[src/rtl/exc_entry_pkg.sv]
package exc_entry_pkg;
  localparam int XLEN = 32;
  localparam int CAUSE_W = 4;

  localparam int BE_VEC  = 6;
  localparam int BE_WAIT = 13;
  localparam int BE_CRIT = 14;
  localparam int BE_EXT  = 16;
  localparam int BE_USER = 17;
  localparam int BE_FPU  = 18;
  localparam int BE_MCHK = 19;
  localparam int BE_FPM0 = 20;
  localparam int BE_DBG  = 22;
  localparam int BE_FPM1 = 23;
  localparam int BE_IS   = 26;
  localparam int BE_DS   = 27;
  localparam int BE_PERF = 29;
  localparam int BE_RECV = 30;
  localparam int BE_SYN_VLE = 26;

  localparam logic [7:0] OFS_SC  = 8'h80;
  localparam logic [7:0] OFS_DBG = 8'h90;

  typedef enum logic [1:0] {
    RET_CUR    = 2'd0,
    RET_NEXT   = 2'd1,
    RET_RESUME = 2'd2
  } ret_sel_e;

  function automatic int ix(input int be);
    return XLEN - 1 - be;
  endfunction

  function automatic logic [XLEN-1:0] be_bit(input int be);
    logic [XLEN-1:0] m;
    m = '0;
    m[XLEN-1-be] = 1'b1;
    return m;
  endfunction

  function automatic logic [XLEN-1:0] common_clr();
    return be_bit(BE_VEC) | be_bit(BE_WAIT) | be_bit(BE_USER) |
           be_bit(BE_FPU) | be_bit(BE_FPM0) | be_bit(BE_FPM1) |
           be_bit(BE_IS)  | be_bit(BE_DS)   | be_bit(BE_PERF);
  endfunction

  function automatic logic [XLEN-1:0] sc_clr();
    return common_clr() | be_bit(BE_EXT);
  endfunction

  function automatic logic [XLEN-1:0] dbg_clr(input bit clr_ce_ee);
    logic [XLEN-1:0] m;
    m = common_clr() | be_bit(BE_DBG);
    if (clr_ce_ee) m = m | be_bit(BE_CRIT) | be_bit(BE_EXT);
    return m;
  endfunction

  function automatic ret_sel_e cause_class(input logic [CAUSE_W-1:0] c);
    if (c <= 4'd4)      return RET_CUR;
    else if (c <= 4'd6) return RET_NEXT;
    else                return RET_RESUME;
  endfunction

  function automatic logic [XLEN-1:0] form_vec(input logic [XLEN-1:0] pfx,
                                               input logic [7:0] ofs);
    return {pfx[XLEN-1:8], ofs};
  endfunction
endpackage

[src/rtl/exc_qualify.sv]
module exc_qualify (
  input  logic sc_exec,
  input  logic dbg_hit,
  input  logic idm_en,
  input  logic msr_de,
  input  logic hi_pri_pend,
  output logic sc_take,
  output logic dbg_take
);
  always_comb begin
    dbg_take = dbg_hit & idm_en & msr_de & ~hi_pri_pend;
    sc_take  = sc_exec & ~hi_pri_pend & ~dbg_take;
  end

  always_comb begin
    a_r9_one_winner: assert (!(sc_take && dbg_take));
  end
endmodule

[src/rtl/exc_ret_sel.sv]
module exc_ret_sel
  import exc_entry_pkg::*;
(
  input  logic [CAUSE_W-1:0] cause,
  input  logic [XLEN-1:0]    cur_pc,
  input  logic [XLEN-1:0]    next_pc,
  input  logic [XLEN-1:0]    resume_pc,
  output ret_sel_e           cls,
  output logic [XLEN-1:0]    ret_pc
);
  always_comb begin
    cls = cause_class(cause);
    unique case (cls)
      RET_CUR:  ret_pc = cur_pc;
      RET_NEXT: ret_pc = next_pc;
      default:  ret_pc = resume_pc;
    endcase
  end
endmodule

[src/rtl/exc_msr_rewrite.sv]
module exc_msr_rewrite
  import exc_entry_pkg::*;
#(
  parameter bit DBG_CLR_CE_EE = 1'b1
) (
  input  logic [XLEN-1:0] msr_cur,
  output logic [XLEN-1:0] msr_sc,
  output logic [XLEN-1:0] msr_dbg
);
  localparam logic [XLEN-1:0] SC_MASK  = sc_clr();
  localparam logic [XLEN-1:0] DBG_MASK = dbg_clr(DBG_CLR_CE_EE);

  always_comb begin
    msr_sc  = msr_cur & ~SC_MASK;
    msr_dbg = msr_cur & ~DBG_MASK;
  end

  always_comb begin
    a_r3_mchk_kept: assert (msr_sc[ix(BE_MCHK)] == msr_cur[ix(BE_MCHK)]);
  end
endmodule

[src/rtl/exc_entry_unit.sv]
module exc_entry_unit
  import exc_entry_pkg::*;
#(
  parameter bit DBG_CLR_CE_EE = 1'b1,
  parameter logic [31:0] MSR_RST = 32'h0
) (
  input  logic        clk,
  input  logic        rst_n,
  input  logic        sc_exec,
  input  logic        dbg_hit,
  input  logic        idm_en,
  input  logic        hi_pri_pend,
  input  logic [3:0]  dbg_cause,
  input  logic [31:0] cur_pc,
  input  logic [31:0] next_pc,
  input  logic [31:0] resume_pc,
  input  logic [31:0] vec_prefix,
  input  logic        msr_ld,
  input  logic [31:0] msr_ld_val,
  output logic [31:0] msr,
  output logic [31:0] sv_addr,
  output logic [31:0] sv_state,
  output logic [31:0] dsv_addr,
  output logic [31:0] dsv_state,
  output logic [31:0] syn,
  output logic [31:0] vec_addr,
  output logic        vec_valid
);
  localparam logic [XLEN-1:0] SYN_SC = be_bit(BE_SYN_VLE);

  logic [XLEN-1:0] msr_q, sv_addr_q, sv_state_q, dsv_addr_q, dsv_state_q;
  logic [XLEN-1:0] syn_q, vec_q;
  logic            vec_v_q;

  logic            sc_take, dbg_take, any_take;
  logic [XLEN-1:0] dbg_ret_pc, msr_after_sc, msr_after_dbg;
  ret_sel_e        dbg_cls;

  exc_qualify u_qual (
    .sc_exec     (sc_exec),
    .dbg_hit     (dbg_hit),
    .idm_en      (idm_en),
    .msr_de      (msr_q[ix(BE_DBG)]),
    .hi_pri_pend (hi_pri_pend),
    .sc_take     (sc_take),
    .dbg_take    (dbg_take)
  );

  exc_ret_sel u_ret (
    .cause     (dbg_cause),
    .cur_pc    (cur_pc),
    .next_pc   (next_pc),
    .resume_pc (resume_pc),
    .cls       (dbg_cls),
    .ret_pc    (dbg_ret_pc)
  );

  exc_msr_rewrite #(.DBG_CLR_CE_EE(DBG_CLR_CE_EE)) u_msr (
    .msr_cur (msr_q),
    .msr_sc  (msr_after_sc),
    .msr_dbg (msr_after_dbg)
  );

  assign any_take = sc_take | dbg_take;

  always_ff @(posedge clk) begin
    if (!rst_n) begin
      msr_q       <= MSR_RST;
      sv_addr_q   <= '0;
      sv_state_q  <= '0;
      dsv_addr_q  <= '0;
      dsv_state_q <= '0;
      syn_q       <= '0;
      vec_q       <= '0;
      vec_v_q     <= 1'b0;
    end else begin
      vec_v_q <= any_take;
      if (dbg_take) begin
        dsv_addr_q  <= dbg_ret_pc;
        dsv_state_q <= msr_q;
        msr_q       <= msr_after_dbg;
        vec_q       <= form_vec(vec_prefix, OFS_DBG);
      end else if (sc_take) begin
        sv_addr_q  <= next_pc;
        sv_state_q <= msr_q;
        msr_q      <= msr_after_sc;
        syn_q      <= SYN_SC;
        vec_q      <= form_vec(vec_prefix, OFS_SC);
      end else if (msr_ld) begin
        msr_q <= msr_ld_val;
      end
    end
  end

  assign msr       = msr_q;
  assign sv_addr   = sv_addr_q;
  assign sv_state  = sv_state_q;
  assign dsv_addr  = dsv_addr_q;
  assign dsv_state = dsv_state_q;
  assign syn       = syn_q;
  assign vec_addr  = vec_q;
  assign vec_valid = vec_v_q;

  a_r2_sc_save: assert property (@(posedge clk) disable iff (!rst_n)
    sc_take |=> (sv_addr_q == $past(next_pc)) && (sv_state_q == $past(msr_q)));

  a_r7_dbg_de_cleared: assert property (@(posedge clk) disable iff (!rst_n)
    dbg_take |=> !msr_q[ix(BE_DBG)] &&
                 (msr_q[ix(BE_MCHK)] == $past(msr_q[ix(BE_MCHK)])) &&
                 $stable(syn_q));

  a_r10_idle_hold: assert property (@(posedge clk) disable iff (!rst_n)
    (!any_take && !msr_ld) |=> $stable(msr_q) && !vec_v_q && $stable(vec_q));

  a_r8_vec_offset: assert property (@(posedge clk) disable iff (!rst_n)
    vec_v_q |-> (vec_q[7:0] == OFS_SC) || (vec_q[7:0] == OFS_DBG));
endmodule

[config.mk]
export PLATFORM = sky130hd
export DESIGN_NAME = exc_entry_unit
export DESIGN_NICKNAME = d
export VERILOG_FILES = /design/src/rtl/exc_entry_pkg.sv /design/src/rtl/exc_qualify.sv /design/src/rtl/exc_ret_sel.sv /design/src/rtl/exc_msr_rewrite.sv /design/src/rtl/exc_entry_unit.sv
export SDC_FILE = /design/constraint.sdc
export NUM_CORES = 1
export LEC_CHECK = 0
export BUFFER_PORTS_ARGS = -buffer_cell sky130_fd_sc_hd__buf_2
export CORE_MARGIN = 1.5
export CORE_UTILIZATION = 30
export DETAILED_ROUTE_END_ITERATION = 8
export SLEW_MARGIN = 10
export SYNTH_ARGS = -nofsm -noshare
export SYNTH_HDL_FRONTEND = slang
export SYNTH_SLANG_ARGS = --single-unit
[constraint.sdc]
create_clock -name clk -period 3.2 [get_ports clk]
set_input_delay 0.48 -clock clk [delete_from_list [all_inputs] [get_ports clk]]
set_output_delay 0.48 -clock clk [all_outputs]
set_load 0.005 [all_outputs]
==> results.json, run 1 <==
{
  "hold_class": "input pin to flip-flop",
  "crit_chain": "and4b_1, nor2_4, buf_4, a32o_1",
  "clk_latency_ns": 0.43,
  "vias": 8091,
  "path_buf_inv": 1,
  "grt_max_degree": 87,
  "fmax_mhz": 444,
  "clock-root-buffer": "clkbuf_16",
  "finalHoldViolCount": 0,
  "multi_input_area_um2": 3880,
  "slew_headroom_pct": 33.4,
  "die-height_um": 170,
  "track_usage_pct": 19.1,
  "gp_congestion": 0.816,
  "status": "completed",
  "cp.required_ns": 3.57,
  "rsz0062_at_grt": "false",
  "cts_setup_buffers": 0,
  "place_hpwl_um": 19600,
  "synth_warnings": 0,
  "finalSetupTns_ns": 0,
  "synthFlopType": "dfxtp_1",
  "fin_hold_ws_ns": 0.277,
  "fin_util_pct": 39.6,
  "grt_pass1_wl_um": 43300,
  "path_clk_slew_ns": 0.09,
  "die_area_um2": 28900,
  "coreArea_um2": 27200,
  "pre_cts_slack_ns": 0.797,
  "syn-cell-area_um2": 8370,
  "path_class": "flip-flop to flip-flop",
  "drc_errors": 0,
  "setup_viol": 0,
  "arrival_ns": 2.62,
  "worstSetupStartpointType": "flip-flop",
  "synth.distinct_cells": 40,
  "postSynthCellCount": 923,
  "cts_tree": "done",
  "syn_avg_cell_area_um2": 9.07,
  "postLayoutSetupSlackWorst_ns": 0.946,
  "wl_per_cell_um": 18.0,
  "ir_worst_vdd_v": 0.000346,
  "tightestPinTransition_ns": 0.998,
  "leakagePower_nw": 4.88,
  "ant_nets": 0,
  "cts_buffers": 17,
  "start_util_pct": 30.8,
  "drv_cap": 0,
  "grt_pass1_vias": 7440,
  "drive_gt1_share_pct": 33.8,
  "hold_buffers": 0,
  "yosys_register_bits": 188,
  "die_width_um": 170,
  "seqCellArea_um2": 3760,
  "slowest_delay_ns": 0.70,
  "nFillCells": 2769,
  "skew_ns": 0.0151,
  "io_buffers": 350,
  "synth-edff-count": 0,
  "cts_resized": 0,
  "power_density_nw_per_um2": 490,
  "cts_sinks": 188,
  "finalCriticalPeriod_ns": 2.25,
  "fin_nets": 1379,
  "cp_top_family": "simple AND/OR/NAND/NOR gates",
  "antenna_found_initial": 3,
  "fp-row-count": 60,
  "path_max_fanout": 33,
  "io_pins": 396,
  "htreeDepth": 4,
  "critPathSlowestCell": "nor2_4",
  "routed_wl_um": 28700,
  "slew_viol_final": 0,
  "async_reset_ff_share_pct": 0,
  "vias_per_cell": 5.07,
  "area_growth_pct": 28.4,
  "cp-end-kind": "flip-flop",
  "drtIter0Drc": 607,
  "first_pass_iters": 5,
  "min_period_over_period_pct": 70.5,
  "cts_buffer_depth": 2,
  "ys_seq_area_share_pct": 45.0,
  "globalRouteOverflowTotal": 0
}
==> tightest hold or removal path, stage by stage <==
cell and delay [ns]:
buf_2 0.07, mux2i_1 0.05, nor2_1 0.07
==> cell usage in the layout, fill, tap and decap left out, types with 2 or more instances in the layout <==
cell | Yosys | layout
diode_2 | 0 | 2
mux2i_1 | 36 | 36
a22o_1 | 31 | 31
nor3_1 | 2 | 2
o21ai_0 | 48 | 48
o31ai_1 | 20 | 20
or3b_1 | 31 | 31
buf_4 | 50 | 16
nor2b_1 | 32 | 31
o32a_1 | 31 | 31
a21oi_1 | 85 | 85
conb_1 | 1 | 37
a32o_1 | 31 | 31
nand2_1 | 48 | 48
clkinv_4 | 0 | 2
nor2_1 | 14 | 14
nand3_1 | 69 | 68
o21ai_1 | 15 | 15
inv_1 | 32 | 32
nand4_1 | 20 | 20
nor2_4 | 3 | 3
a31oi_1 | 32 | 32
clkbuf_16 | 0 | 17
dfxtp_1 | 188 | 188
buf_2 | 41 | 350
o21a_1 | 3 | 3
clkinv_8 | 0 | 5
buf_12 | 0 | 2
inv_6 | 0 | 5
==> synthesized netlist by cell type, types with 2 or more instances <==
master | number | share of area [%]
dfxtp_1 | 188 | 45
a21oi_1 | 85 | 5.1
nand3_1 | 69 | 4.1
buf_4 | 50 | 4.5
nand2_1 | 48 | 2.2
o21ai_0 | 48 | 2.9
clkbuf_1 | 43 | 1.9
buf_2 | 41 | 2.5
mux2i_1 | 36 | 4.3
a31oi_1 | 32 | 2.4
inv_1 | 32 | 1.4
nor2b_1 | 32 | 2.4
a22o_1 | 31 | 3.2
a32o_1 | 31 | 3.7
o32a_1 | 31 | 3.7
or3b_1 | 31 | 3.2
nand4_1 | 20 | 1.5
o31ai_1 | 20 | 1.8
o21ai_1 | 15 | 0.90
nor2_1 | 14 | 0.63
nor2_4 | 3 | 0.40
o21a_1 | 3 | 0.27
buf_6 | 2 | 0.27
nor3_1 | 2 | 0.12
==> cell families (layout without fill, tap and decap cells) <==
kind of cell,Yosys count,after routing,synth area share [%]
muxes,36,36,4.30
buffers and inverters,171,433,10.7
xor gates and xnor gates,1,1,0.105
other,1,39,0.0448
and+or+nand+nor,225,225,15.3
AOI/OAI and AO/OA,301,301,24.6
DFF,188,188,45.0
==> registers in the layout, indices dropped and copies added (netlist names) <==
name,flops
dsv_addr,32
dsv_state,32
msr,32
sv_addr,32
sv_state,32
vec_addr,26
syn,1
vec_valid,1
==> power by group <==
part	switching (mW)	internal (mW)
Clock	1.11	1.06
Combinational	0.367	0.266
Sequential	0.0518	2.41
==> path summary, 6_finish.rpt <==
check | end | cells after the start | start | slack, ns
worst min-delay path | msr[4]$_SDFFE_PP0P_ | 3 | msr_ld_val[4] | 0.28
worst max register to register | dsv_addr[31]$_SDFFE_PN0P_ | 4 | msr[9]$_SDFFE_PP0P_ | 0.95
worst max-delay path | dsv_addr[31]$_SDFFE_PN0P_ | 4 | msr[9]$_SDFFE_PP0P_ | 0.95
worst min register to register | vec_addr[23]$_SDFFE_PN0P_ | 2 | vec_addr[23]$_SDFFE_PN0P_ | 0.45
==> metrics by stage <==
stage | power, mW | instances | area, µm²
final | 5.27 | 1595 | 10800
after global placement | 3.14 | 1561 | 10100
after global routing | 5.50 | 1594 | 10800
after detailed placement | 3.15 | 1561 | 10100
after CTS | 5.33 | 1593 | 10700
after floorplan | 2.90 | 959 | 8510
==> layer usage <==
metal / track usage (%) / share of wire, %
met1: 25.1 / 44
met2: 30.5 / 47
met5: 0 / 0.045
met4: 6.81 / 2.5
met3: 4.49 / 7.1
==> final cells by class <==
class / instances / share of cell area (%)
Clock inverter: 14 / 1.58
Inverter: 33 / 1.16
Multi-Input combinational cell: 600 / 36.1
Sequential cell: 188 / 35.0
Timing Repair Buffer: 368 / 17.8
Antenna cell: 2 / 0.0465
Clock buffer: 18 / 3.99
Tap cell: 372 / 4.33
Note: power is estimated with default switching activity, not from simulation.
==> inputs of run 2 (changes only) <==
==> constraint.sdc (replaced) <==
create_clock -name clk -period 2.1 [get_ports clk]
set_input_delay 0.315 -clock clk [delete_from_list [all_inputs] [get_ports clk]]
set_output_delay 0.315 -clock clk [all_outputs]
set_load 0.005 [all_outputs]
==> run 2 against run 1 <==
Net effect:
- setup slack worse by 0.65 ns
- register-to-register slack worse by 0.65 ns
- sequential cell count is the same
- highest routed layer unchanged
- die area unchanged
- critical path depth stayed put
- largest power group unchanged
- combinational power increased by 60%
- hold slack got worse by 0.16 ns
==> results.json, run 2 (synthesized netlist as in run 1, its figures left out) <==
{
  "status": "completed",
  "slowest_delay_ns": 0.71,
  "skew_ns": 0.0116,
  "mostFrequentLayoutCells": "buf_2, dfxtp_1, a21oi_1, nand3_1",
  "hold_buffers": 0,
  "cts_resized": 0,
  "fin_nets": 1390,
  "vias": 8212,
  "first_pass_iters": 5,
  "postLayoutSetupSlackWorst_ns": 0.298,
  "die_area_um2": 28900,
  "routed_wl_um": 29200,
  "clk_latency_ns": 0.43,
  "grt_max_degree": 87,
  "ant_nets": 0,
  "gp_congestion": 0.846,
  "cts_setup_buffers": 0,
  "grt_pass1_vias": 7620,
  "leakagePower_nw": 4.96,
  "start_util_pct": 30.8,
  "multi_input_area_um2": 3880,
  "r2r_end": "dsv_addr[0]$_SDFFE_PN0P_",
  "place_hpwl_um": 20600,
  "startpoint": "msr[9]$_SDFFE_PP0P_",
  "pre_cts_slack_ns": 0.155,
  "critPathSlowestCell": "nor2_4",
  "drv_cap": 0,
  "power_density_nw_per_um2": 730,
  "grt_pass1_wl_um": 43900,
  "clock-root-buffer": "clkbuf_16",
  "finalHoldViolCount": 0,
  "total_power_mw": 7.96,
  "finalCriticalPeriod_ns": 1.80,
  "area_growth_pct": 30.2,
  "hold_class": "input pin to flip-flop",
  "die-height_um": 170,
  "path_class": "flip-flop to flip-flop",
  "crit_end": "dsv_addr[0]$_SDFFE_PN0P_",
  "reg2regPathDepth": 4,
  "slew_headroom_pct": 34.3,
  "finalSetupTns_ns": 0,
  "track_usage_pct": 19.5,
  "fmax_mhz": 555,
  "rsz0062_at_grt": "false",
  "final_common_cell": "buf_2",
  "tightestPinTransition_ns": 0.986,
  "cp-end-kind": "flip-flop",
  "crit_chain": "and4b_1, nor2_4, buf_12, a32o_1",
  "cp_top_family": "simple AND/OR/NAND/NOR gates",
  "r2r_slack_ns": 0.30,
  "drtIter0Drc": 528,
  "fin_util_pct": 40.1,
  "path_buf_inv": 1,
  "min_period_over_period_pct": 85.8,
  "fp-row-count": 60,
  "globalRouteOverflowTotal": 0,
  "htreeDepth": 4,
  "io_buffers": 350,
  "setup_viol": 0,
  "cts_tree": "done",
  "nFillCells": 2829,
  "cp_num_cells": 4,
  "cp.required_ns": 2.46,
  "coreArea_um2": 27200,
  "r2r-start": "msr[9]$_SDFFE_PP0P_",
  "ir_worst_vdd_v": 0.000567,
  "path_max_fanout": 32,
  "fin_hold_ws_ns": 0.121,
  "cts_buffers": 17,
  "path_clk_slew_ns": 0.09,
  "vias_per_cell": 5.12,
  "die_width_um": 170,
  "wl_per_cell_um": 18.2,
  "cts_sinks": 188,
  "worstSetupStartpointType": "flip-flop",
  "drc_errors": 0,
  "arrival_ns": 2.16,
  "drive_gt1_share_pct": 34.5,
  "antenna_found_initial": 2,
  "seqCellArea_um2": 3760,
  "io_pins": 396,
  "slew_viol_final": 0,
  "cts_buffer_depth": 2
}
-- run 2: cell types whose count changed in the layout (fill, tap and decap cells not counted), sizes merged --
cell,before,now
diode,2,1
buf,368,379
clkbuf,18,17
clkinvlp,0,1
clkinv,8,7
inv,39,40
-- run 2: worst min-delay path by stage --
stage / start / endpoint / slack [ns] / cells after the start
2_1_floorplan: vec_addr[10]$_SDFFE_PN0P_ / vec_addr[10]$_SDFFE_PN0P_ / 0.45 / 2
6_report: msr_ld_val[8] / msr[8]$_SDFFE_PP0P_ / 0.12 / 3
5_1_grt: vec_prefix[17] / vec_addr[17]$_SDFFE_PN0P_ / 0.11 / 3
3_5_place_dp: vec_addr[28]$_SDFFE_PN0P_ / vec_addr[28]$_SDFFE_PN0P_ / 0.44 / 2
3_3_place_gp: vec_addr[28]$_SDFFE_PN0P_ / vec_addr[28]$_SDFFE_PN0P_ / 0.44 / 2
4_1_cts: msr_ld_val[8] / msr[8]$_SDFFE_PP0P_ / 0.1 / 3
-- run 2: where the power goes --
| part | leakage [nW] | internal [mW] | switching (mW) |
|---|---|---|---|
| logic | 3.15 | 0.437 | 0.572 |
| registers | 1.53 | 3.68 | 0.0750 |
| clock network | 0.280 | 1.58 | 1.61 |
| total | 4.96 | 5.70 | 2.26 |
-- run 2: layer usage --
layer | up-vias | share of wire [%] | global-route usage [%]
met5 | - | 0.044 | 0
met4 | 2 | 1.7 | 5.93
met3 | 29 | 7.5 | 4.95
met2 | 353 | 48 | 32.0
met1 | 3921 | 43 | 25.0
li1 | 3907 | - | -
-- run 2: cell type report --
cell class	instances	area share [%]
clock inverters	15	1.33
multi-input cells	600	35.6
inverters	33	1.15
clock buffers	17	3.90
diodes	1	0.0229
flip-flops and latches	188	34.5
well taps	372	4.27
repair buffers	379	19.2
-- run 2: tightest hold or removal path, cell delays in order --
cell     delay, ns
buf_2         0.08
mux2i_1       0.06
nor2_1        0.07
-- run 2: per-stage QoR --
stage | cells | cell area, µm²
global placement | 1572 | 10300
global route | 1605 | 10900
detailed placement | 1572 | 10300
floorplan | 959 | 8510
CTS | 1604 | 10900
finish | 1605 | 10900
==> inputs of run 3 (changes only) <==
==> constraint.sdc (replaced) <==
create_clock -name clk -period 1.85 [get_ports clk]
set_input_delay 0.2775 -clock clk [delete_from_list [all_inputs] [get_ports clk]]
set_output_delay 0.2775 -clock clk [all_outputs]
set_load 0.005 [all_outputs]
==> run 3 against run 2 <==
Net effect:
- final cell count increased by 0.31%
- critical path depth decreased by 2
- setup slack improved by 0.040 ns
- sequential share of layout area decreased by 0.38 points
- largest power group unchanged
- die area unchanged
- largest cell class unchanged
- first-iteration DRC count increased by 0.38%
- critical endpoint is now msr[9]
==> results.json, run 3 (synthesized netlist as in run 1, its figures left out) <==
{
  "crit_chain": "buf_4, buf_2",
  "finalSetupTns_ns": 0,
  "hold_buffers": 0,
  "vias_per_cell": 5.10,
  "slowest_delay_ns": 0.49,
  "fp-row-count": 60,
  "fin_util_pct": 40.6,
  "gr-usage-met2_pct": 32.5,
  "gp_congestion": 0.835,
  "fin_nets": 1393,
  "path_clk_slew_ns": 0.09,
  "cts_tree": "done",
  "slew_viol_final": 0,
  "finalHoldViolCount": 0,
  "die_area_um2": 28900,
  "coreArea_um2": 27200,
  "rsz0062_at_grt": "false",
  "min_period_over_period_pct": 81.7,
  "arrival_ns": 1.23,
  "cts_resized": 0,
  "die-height_um": 170,
  "grt_use_met1_pct": 25.2,
  "critPathSlowestCell": "dfxtp_1",
  "grt_max_degree": 63,
  "use_met3_pct": 4.81,
  "fmax_mhz": 661,
  "wl_per_cell_um": 18.2,
  "vias": 8214,
  "final_common_cell": "buf_2",
  "globalRouteOverflowTotal": 0,
  "tightestPinTransition_ns": 0.774,
  "drtIter0Drc": 530,
  "first_pass_iters": 5,
  "status": "completed",
  "setup_viol": 0,
  "power_density_nw_per_um2": 839,
  "area_growth_pct": 31.7,
  "routed_wl_um": 29200,
  "pre_cts_slack_ns": 0.234,
  "htreeDepth": 4,
  "cts_buffers": 17,
  "clk_latency_ns": 0.43,
  "cts_buffer_depth": 2,
  "slew_headroom_pct": 48.4,
  "drive_gt1_share_pct": 34.7,
  "postLayoutSetupSlackWorst_ns": 0.338,
  "io_pins": 396,
  "path_class": "flip-flop to output pin",
  "cp.required_ns": 1.57,
  "clock-root-buffer": "clkbuf_16",
  "nFillCells": 2794,
  "skew_ns": 0.0133,
  "start_util_pct": 30.8,
  "track_usage_pct": 19.5,
  "finalCriticalPeriod_ns": 1.51,
  "antenna_found_initial": 4,
  "cts_sinks": 188,
  "mostFrequentLayoutCells": "buf_2, dfxtp_1, a21oi_1, nand3_1",
  "drv_cap": 0,
  "leakagePower_nw": 5.01,
  "cts_setup_buffers": 0,
  "grt_busiest_layer": "met2",
  "cp-end-kind": "output pin",
  "ant_nets": 0,
  "io_buffers": 350,
  "worstSetupStartpointType": "flip-flop",
  "place_hpwl_um": 20500,
  "path_max_fanout": 6,
  "die_width_um": 170,
  "hold_class": "input pin to flip-flop",
  "ir_worst_vdd_v": 0.000536,
  "grt_pass1_wl_um": 44400,
  "grt_pass1_vias": 7568,
  "drc_errors": 0
}
## run 3: cell type report
class | count | area (µm²) | share of cell area (%)
Multi-Input combinational cell | 600 | 3880 | 35.2
Sequential cell | 188 | 3760 | 34.1
Timing Repair Buffer | 382 | 2170 | 19.7
Tap cell | 372 | 465 | 4.22
Clock buffer | 17 | 425 | 3.86
Clock inverter | 15 | 189 | 1.71
Inverter | 33 | 125 | 1.13
Antenna cell | 3 | 7.51 | 0.0681
## run 3: per-stage QoR
stage                     hold WS [ns]  area (µm²)  total power, mW  instances
after global routing            0.0675       11000             9.67       1609
final                           0.0782       11000             9.25       1610
after global placement           0.439       10400             5.50       1575
after floorplan                  0.420        8510             5.01        959
after CTS                       0.0618       11000             9.36       1607
after detailed placement         0.445       10400             5.52       1575
## run 3: where the power goes
| group | leakage, nW | internal (mW) | switching [mW] |
|---|---|---|---|
| Sequential | 1.53 | 4.17 | 0.0865 |
| Clock | 0.297 | 1.97 | 1.86 |
| Combinational | 3.19 | 0.510 | 0.652 |
## run 3: routing by layer
| layer | up-vias | share of wire, % |
|---|---|---|
| met4 | 2 | 1.5 |
| li1 | 3907 | - |
| met3 | 27 | 7.2 |
| met5 | - | 0.031 |
| met2 | 338 | 48 |
| met1 | 3940 | 43 |
## run 3: path summary, 6_finish.rpt
check,start,endpoint,slack [ns],cells past startpoint
setup reg to reg,msr[9]$_SDFFE_PP0P_,sv_addr[14]$_SDFFE_PN0P_,0.35,5
hold reg to reg,vec_addr[13]$_SDFFE_PN0P_,vec_addr[13]$_SDFFE_PN0P_,0.46,2
hold / removal,msr_ld_val[2],msr[2]$_SDFFE_PP0P_,0.08,3
setup / recovery,msr[9]$_SDFFE_PP0P_,msr[9],0.34,2
## run 3: worst max-delay path, delay by kind of cell (launching register included)
family	cells	cell delay, ns
flip-flops	1	0.49
buffers and inverters	2	0.33
